## src/rtl/rst_pkg.sv

```systemverilog
package rst_pkg;

   // index width that stays legal for a single-entry table
   function automatic int idx_width(input int n);
      return (n > 1) ? $clog2(n) : 1;
   endfunction

   // where a lookup result came from
   typedef enum logic [1:0] {
      SRC_FILE = 2'd0,
      SRC_BUS  = 2'd1,
      SRC_WAIT = 2'd2
   } src_origin_e;

endpackage

```

## src/rtl/rst_status_array.sv

```systemverilog
module rst_status_array #(
   parameter int NUM_REGS = 16,
   parameter int TAG_W    = 4,
   localparam int IDX_W   = rst_pkg::idx_width(NUM_REGS)
) (
   input  logic                            clk,
   input  logic                            rst_n,
   input  logic                            ren_en,
   input  logic [IDX_W-1:0]                ren_idx,
   input  logic [TAG_W-1:0]                ren_tag,
   input  logic                            bus_vld,
   input  logic [TAG_W-1:0]                bus_tag,
   output logic [NUM_REGS-1:0]             busy_q,
   output logic [NUM_REGS-1:0][TAG_W-1:0]  tag_q,
   output logic [NUM_REGS-1:0]             hit_vec
);

   for (genvar i = 0; i < NUM_REGS; i++) begin : g_entry
      logic ren_here;

      assign ren_here   = ren_en && (ren_idx == IDX_W'(i));
      assign hit_vec[i] = bus_vld && busy_q[i] && (tag_q[i] == bus_tag);

      always_ff @(posedge clk) begin
         if (!rst_n) begin
            busy_q[i] <= 1'b0;
            tag_q[i]  <= '0;
         end else if (ren_here) begin
            // a new producer supersedes any result arriving now
            busy_q[i] <= 1'b1;
            tag_q[i]  <= ren_tag;
         end else if (hit_vec[i]) begin
            busy_q[i] <= 1'b0;
         end
      end
   end

endmodule

```

## src/rtl/rst_value_file.sv

```systemverilog
module rst_value_file #(
   parameter int NUM_REGS = 16,
   parameter int DATA_W   = 32,
   parameter bit DBG_EN   = 1'b1,
   localparam int IDX_W   = rst_pkg::idx_width(NUM_REGS)
) (
   input  logic                             clk,
   input  logic                             rst_n,
   input  logic [NUM_REGS-1:0]              hit_vec,
   input  logic [DATA_W-1:0]                bus_data,
   input  logic                             dbg_wr_en,
   input  logic [IDX_W-1:0]                 dbg_idx,
   input  logic [DATA_W-1:0]                dbg_wdata,
   output logic [DATA_W-1:0]                dbg_rdata,
   output logic [NUM_REGS-1:0][DATA_W-1:0]  val_q
);

   logic [NUM_REGS-1:0] dbg_sel;

   if (DBG_EN) begin : g_dbg
      for (genvar i = 0; i < NUM_REGS; i++) begin : g_sel
         assign dbg_sel[i] = dbg_wr_en && (dbg_idx == IDX_W'(i));
      end
      assign dbg_rdata = val_q[dbg_idx];
   end else begin : g_nodbg
      logic unused_dbg;
      assign unused_dbg = ^{dbg_wr_en, dbg_idx, dbg_wdata};
      assign dbg_sel    = '0;
      assign dbg_rdata  = '0;
   end

   for (genvar i = 0; i < NUM_REGS; i++) begin : g_reg
      always_ff @(posedge clk) begin
         if (!rst_n) begin
            val_q[i] <= '0;
         end else if (hit_vec[i]) begin
            val_q[i] <= bus_data;
         end else if (dbg_sel[i]) begin
            val_q[i] <= dbg_wdata;
         end
      end
   end

endmodule

```

## src/rtl/rst_src_lookup.sv

```systemverilog
module rst_src_lookup #(
   parameter int NUM_REGS = 16,
   parameter int DATA_W   = 32,
   parameter int TAG_W    = 4,
   localparam int IDX_W   = rst_pkg::idx_width(NUM_REGS)
) (
   input  logic [IDX_W-1:0]                 idx,
   input  logic [NUM_REGS-1:0]              busy_q,
   input  logic [NUM_REGS-1:0][TAG_W-1:0]   tag_q,
   input  logic [NUM_REGS-1:0][DATA_W-1:0]  val_q,
   input  logic                             bus_vld,
   input  logic [TAG_W-1:0]                 bus_tag,
   input  logic [DATA_W-1:0]                bus_data,
   output logic                             pend,
   output logic [TAG_W-1:0]                 tag,
   output logic [DATA_W-1:0]                val
);

   rst_pkg::src_origin_e origin;
   logic                 ent_busy;
   logic [TAG_W-1:0]     ent_tag;

   assign ent_busy = busy_q[idx];
   assign ent_tag  = tag_q[idx];

   always_comb begin
      if (!ent_busy)
         origin = rst_pkg::SRC_FILE;
      else if (bus_vld && (bus_tag == ent_tag))
         origin = rst_pkg::SRC_BUS;
      else
         origin = rst_pkg::SRC_WAIT;
   end

   always_comb begin
      pend = 1'b0;
      tag  = ent_tag;
      val  = val_q[idx];
      unique case (origin)
         rst_pkg::SRC_FILE: val  = val_q[idx];
         rst_pkg::SRC_BUS:  val  = bus_data;
         rst_pkg::SRC_WAIT: pend = 1'b1;
         default:           pend = 1'b1;
      endcase
   end

endmodule

```

## src/rtl/rename_status_table.sv

```systemverilog
module rename_status_table #(
   parameter int NUM_REGS = 16,
   parameter int DATA_W   = 32,
   parameter int TAG_W    = 4,
   parameter bit DBG_EN   = 1'b1,
   localparam int IDX_W   = rst_pkg::idx_width(NUM_REGS)
) (
   input  logic              clk,
   input  logic              rst_n,
   input  logic [IDX_W-1:0]  src_a_idx,
   output logic              src_a_pend,
   output logic [TAG_W-1:0]  src_a_tag,
   output logic [DATA_W-1:0] src_a_val,
   input  logic [IDX_W-1:0]  src_b_idx,
   output logic              src_b_pend,
   output logic [TAG_W-1:0]  src_b_tag,
   output logic [DATA_W-1:0] src_b_val,
   input  logic              ren_en,
   input  logic [IDX_W-1:0]  ren_idx,
   input  logic [TAG_W-1:0]  ren_tag,
   input  logic              bus_vld,
   input  logic [TAG_W-1:0]  bus_tag,
   input  logic [DATA_W-1:0] bus_data,
   input  logic              dbg_wr_en,
   input  logic [IDX_W-1:0]  dbg_idx,
   input  logic [DATA_W-1:0] dbg_wdata,
   output logic [DATA_W-1:0] dbg_rdata
);

   localparam int NUM_SRC = 2;

   if (NUM_REGS < 2)  begin : g_bad_regs  $error("NUM_REGS must be at least 2"); end
   if (DATA_W < 1)    begin : g_bad_data  $error("DATA_W must be positive");     end
   if (TAG_W < 1)     begin : g_bad_tag   $error("TAG_W must be positive");      end
   if (NUM_REGS > 1024) begin : g_bad_big $error("NUM_REGS too large");          end

   logic [NUM_REGS-1:0]             busy_q;
   logic [NUM_REGS-1:0][TAG_W-1:0]  tag_q;
   logic [NUM_REGS-1:0][DATA_W-1:0] val_q;
   logic [NUM_REGS-1:0]             hit_vec;

   rst_status_array #(.NUM_REGS(NUM_REGS), .TAG_W(TAG_W)) u_status (
      .clk     (clk),
      .rst_n   (rst_n),
      .ren_en  (ren_en),
      .ren_idx (ren_idx),
      .ren_tag (ren_tag),
      .bus_vld (bus_vld),
      .bus_tag (bus_tag),
      .busy_q  (busy_q),
      .tag_q   (tag_q),
      .hit_vec (hit_vec)
   );

   rst_value_file #(.NUM_REGS(NUM_REGS), .DATA_W(DATA_W), .DBG_EN(DBG_EN)) u_values (
      .clk       (clk),
      .rst_n     (rst_n),
      .hit_vec   (hit_vec),
      .bus_data  (bus_data),
      .dbg_wr_en (dbg_wr_en),
      .dbg_idx   (dbg_idx),
      .dbg_wdata (dbg_wdata),
      .dbg_rdata (dbg_rdata),
      .val_q     (val_q)
   );

   logic [NUM_SRC-1:0][IDX_W-1:0]  s_idx;
   logic [NUM_SRC-1:0]             s_pend;
   logic [NUM_SRC-1:0][TAG_W-1:0]  s_tag;
   logic [NUM_SRC-1:0][DATA_W-1:0] s_val;

   assign s_idx[0] = src_a_idx;
   assign s_idx[1] = src_b_idx;

   for (genvar p = 0; p < NUM_SRC; p++) begin : g_src
      rst_src_lookup #(.NUM_REGS(NUM_REGS), .DATA_W(DATA_W), .TAG_W(TAG_W)) u_lookup (
         .idx      (s_idx[p]),
         .busy_q   (busy_q),
         .tag_q    (tag_q),
         .val_q    (val_q),
         .bus_vld  (bus_vld),
         .bus_tag  (bus_tag),
         .bus_data (bus_data),
         .pend     (s_pend[p]),
         .tag      (s_tag[p]),
         .val      (s_val[p])
      );
   end

   assign src_a_pend = s_pend[0];
   assign src_a_tag  = s_tag[0];
   assign src_a_val  = s_val[0];
   assign src_b_pend = s_pend[1];
   assign src_b_tag  = s_tag[1];
   assign src_b_val  = s_val[1];

endmodule

```

## config.mk

```make
export PLATFORM = sky130hd
export DESIGN_NAME = rename_status_table
export DESIGN_NICKNAME = d
export VERILOG_FILES = /design/src/rtl/rst_pkg.sv /design/src/rtl/rst_status_array.sv /design/src/rtl/rst_value_file.sv /design/src/rtl/rst_src_lookup.sv /design/src/rtl/rename_status_table.sv
export SDC_FILE = /design/constraint.sdc
export NUM_CORES = 2
export LEC_CHECK = 0
export BUFFER_PORTS_ARGS = -buffer_cell sky130_fd_sc_hd__buf_2
export CORE_ASPECT_RATIO = 0.7
export CORE_UTILIZATION = 38
export CTS_CLUSTER_SIZE = 10
export DETAILED_ROUTE_END_ITERATION = 6
export REMOVE_ABC_BUFFERS = 1
export SLEW_MARGIN = 20
export SYNTH_ARGS = -nofsm -noshare
export SYNTH_HDL_FRONTEND = slang
export SYNTH_SLANG_ARGS = --single-unit
export TNS_END_PERCENT = 1
```

## constraint.sdc

```tcl
create_clock -name clk -period 2.65 [get_ports clk]
set_input_delay 0.1325 -clock clk [delete_from_list [all_inputs] [get_ports clk]]
set_output_delay 0.1325 -clock clk [all_outputs]
set_load 0.02 [all_outputs]
```

==> results.md <==
* Chip height at 280 um
* Largest cells by area after synthesis: dfxtp_1 28%, mux4_2 24%, mux2i_1 16%
* Worst R2R End: u_values.val_q[437]
* Tightest Pin Transition at 1.08 ns
* CTS root buf: clkbuf_16
* Maximum vdd ir drop at 0.456 mV
* Cell Chain, Critical Path: mux4_2 -> mux2i_2 -> xnor2_1 -> nor3b_2 -> o21ai_2 -> a211oi_4 -> buf_6 -> buf_12 -> buf_16 -> mux2_4 -> buf_4
* Fin. Hold Viols at 0
* Routed vias at 34,100
* RSZ-0062 raised after global routing: yes
* CP delay by family, top: multiplexers
* Final WL at between 150 and 200 mm
* WP buf/inv at 4
* Leak at 25.1 nW
* CP max FO at 4
* Initial core utilization at between 30% and 40%
* FF-to-FF Start: u_status.tag_q[52]
* Crit-path slowest cell: mux4_2
* Initial antenna violation count at 5
* Post-DR wirelength/cell at 29.7 um
* Failing checks: negative setup slack
* Initial DRC Count at 3,960
* Final setup margin at -0.779 ns
* Top post-synthesis cells by count: 664 x mux2i_1, 592 x dfxtp_1, 533 x nand2_1
* CTS tree: done
* Area leader, netlist: dfxtp_1
* Hold WC Path Type: in2reg
* Nets at 3,949
* Fin. max-slew vios at 0
* Num ports at just under 200
* CTS Sinks at 592
* Crit path arrival time at 3.30 ns
* Max frequency at approximately 0.29 GHz
* Total GRT Usage at 27.8%
* Synth unique cells at 45
* Synth top area share at 28.2%
* Largest net degree at the start of global routing at 89
* Clock Tree Buf Depth at 3
* Layout area overhead at 15.5%
* Cells after Synth at 3,794
* Synth Flop Type: dfxtp_1
* Register area share after synthesis at 28.2%
* Worst r2r path cells at 7
* Share of layout cells above drive strength 1 at ~28%
* CP endpoint kind: output pin
* Most frequent cell after synthesis: mux2i_1
* Clock-pin slew on the worst setup and hold paths at 0.06 ns
* Register bit total from synthesis at 592
* Slew margin rel. at 27.9%
* Critical path type: reg2out
* Mapped Area at ~42,000 um^2
* Worst Hold End: u_values.val_q[271]
* Core region area at 109,000 um^2
* Critical Path Start Type: register
* Critical path depth in cells at 11
* Hold Crit Start: bus_data[15]
* Worst-Skew Late Latency at 0.66 ns
* Die Width at 399 um
* R2R Setup Slk at 0.42 ns
* Pwr per Cell Area at 440 nW/um^2
* Setup TNS at -46.05 ns
* Residual DRC at 0
* Total CTS buffers at 70
* Fin crit share at 129%
* PortBufs at 198
* Placed Cells at between 5,000 and 6,000
* Status: finished with violations
* Synthesis Warnings at 0
* Syn avg cell area at 11.1 um^2
* First-pass GRT wire length at 230 mm
* Final setup viols at 67
* Final Critical Period at 3.43 ns
* Drt pass-1 iters at 7
* Htree depth at 3
* # rows at 101
* Global route total overflow at 0
* CP required at roughly 2.5 ns
* Layout filler cell count at 10,100
* Number of max-cap violations at 0
* Asr flop ratio synth at 0%
* Hold Path Depth at 2
* Vias per std cell at 6.41
* Fin cells at 5,315
* Die Area at 112,000 um^2
* Dpl hpwl at 95.7 mm
* Max incr delay on CP at ~0.51 ns
* Antenna Nets Post-Route at 0
* Number of global-route vias before repair at around 32,000
* Gpl congestion at around 0.86
* EDFF count, synth at 0
* Clk_skew at 0.0239 ns
power breakdown:
group          total (mW)  switching, mW  internal [mW]  leakage (nW)
combinational        3.12           1.83           1.29          19.4
sequential           9.16          0.126           9.03          4.79
clock                9.09           4.03           5.05         0.959
per-layer routing:
metal,vias to the layer above,routed length (um),global-route usage (%)
met3,257,16200,6.07
li1,14600,-,-
met5,-,27,0
met2,1938,68000,40.9
met1,17200,69300,40.6
met4,4,4460,7.63
logic make-up (layout without fill, tap and decap cells):
group,Yosys count,count (layout),synth area share (%)
multiplexers,1185,1185,42.6
AND/OR/NAND/NOR,763,763,8.06
AO/OA/AOI/OAI,682,682,14.8
flip-flops,592,592,28.2
buffers and inverters,513,590,5.10
XOR/XNOR,59,59,1.23
other,0,2,0
worst max path at each step:
stage | startpoint | end
2_1_floorplan | u_status.tag_q[31] | src_a_val[0]
3_3_place_gp | src_a_idx[1] | src_a_val[31]
3_5_place_dp | src_a_idx[1] | src_a_val[31]
4_1_cts | u_status.tag_q[39] | src_b_val[31]
5_1_grt | u_status.tag_q[18] | src_a_val[25]
6_report | u_status.tag_q[32] | src_a_val[13]
repair_timing:
| action | in CTS | in global routing |
|---|---|---|
| setup endpoints to repair | 66 | 67 |
| hold buffers | 39 | 0 |
| hold endpoints to repair | 396 | 0 |
| gates cloned | 2 | 1 |
| pin swaps | 5 | 6 |
| buffers inserted | 13 | 2 |
| resized for setup | 40 | 63 |
per-stage QoR:
| stage | hold slack, ns | instance area, um^2 | setup slack [ns] | util (%) | power [mW] |
|---|---|---|---|---|---|
| 6_report | 0.0298 | 48500 | -0.779 | 44.5 | 21.4 |
| 5_1_grt | 0.0261 | 48500 | -0.880 | 44.5 | 22.0 |
| 4_1_cts | 0.00483 | 48300 | -0.778 | 44.3 | 21.4 |
| 3_5_place_dp | 0.493 | 45700 | -0.259 | 41.9 | 12.3 |
| 3_3_place_gp | 0.485 | 45700 | -0.206 | 41.9 | 12.3 |
| 2_1_floorplan | 0.261 | 39900 | -0.742 | - | 10.6 |
state kept, by name, summed over array words and instances, names as in the netlist:
| name | cells |
|---|---|
| u_values.val_q | 512 |
| u_status.tag_q | 64 |
| u_status.busy_q | 16 |
final cells by class:
| class | instances | area (um^2) | area share [%] |
|---|---|---|---|
| Antenna cell | 2 | 5.00 | 0.0103 |
| Clock buffer | 82 | 1880 | 3.88 |
| Clock inverter | 5 | 76.3 | 0.157 |
| Inverter | 12 | 45.0 | 0.0928 |
| Multi-Input combinational cell | 2689 | 28200 | 58.1 |
| Sequential cell | 592 | 11900 | 24.5 |
| Tap cell | 1442 | 1800 | 3.72 |
| Timing Repair Buffer | 491 | 4630 | 9.53 |
layout by cell type (no fill, tap or decap), types with 61 or more instances in the layout:
cell / instances
buf_12: 79
mux2_4: 61
a21oi_1: 75
mux2i_1: 662
clkbuf_16: 74
buf_4: 190
mux4_2: 445
o211a_1: 512
nand2_1: 527
buf_2: 143
a211oi_1: 64
dfxtp_1: 576
nor2b_1: 138
No activity file was read; power rests on OpenSTA's default activity.
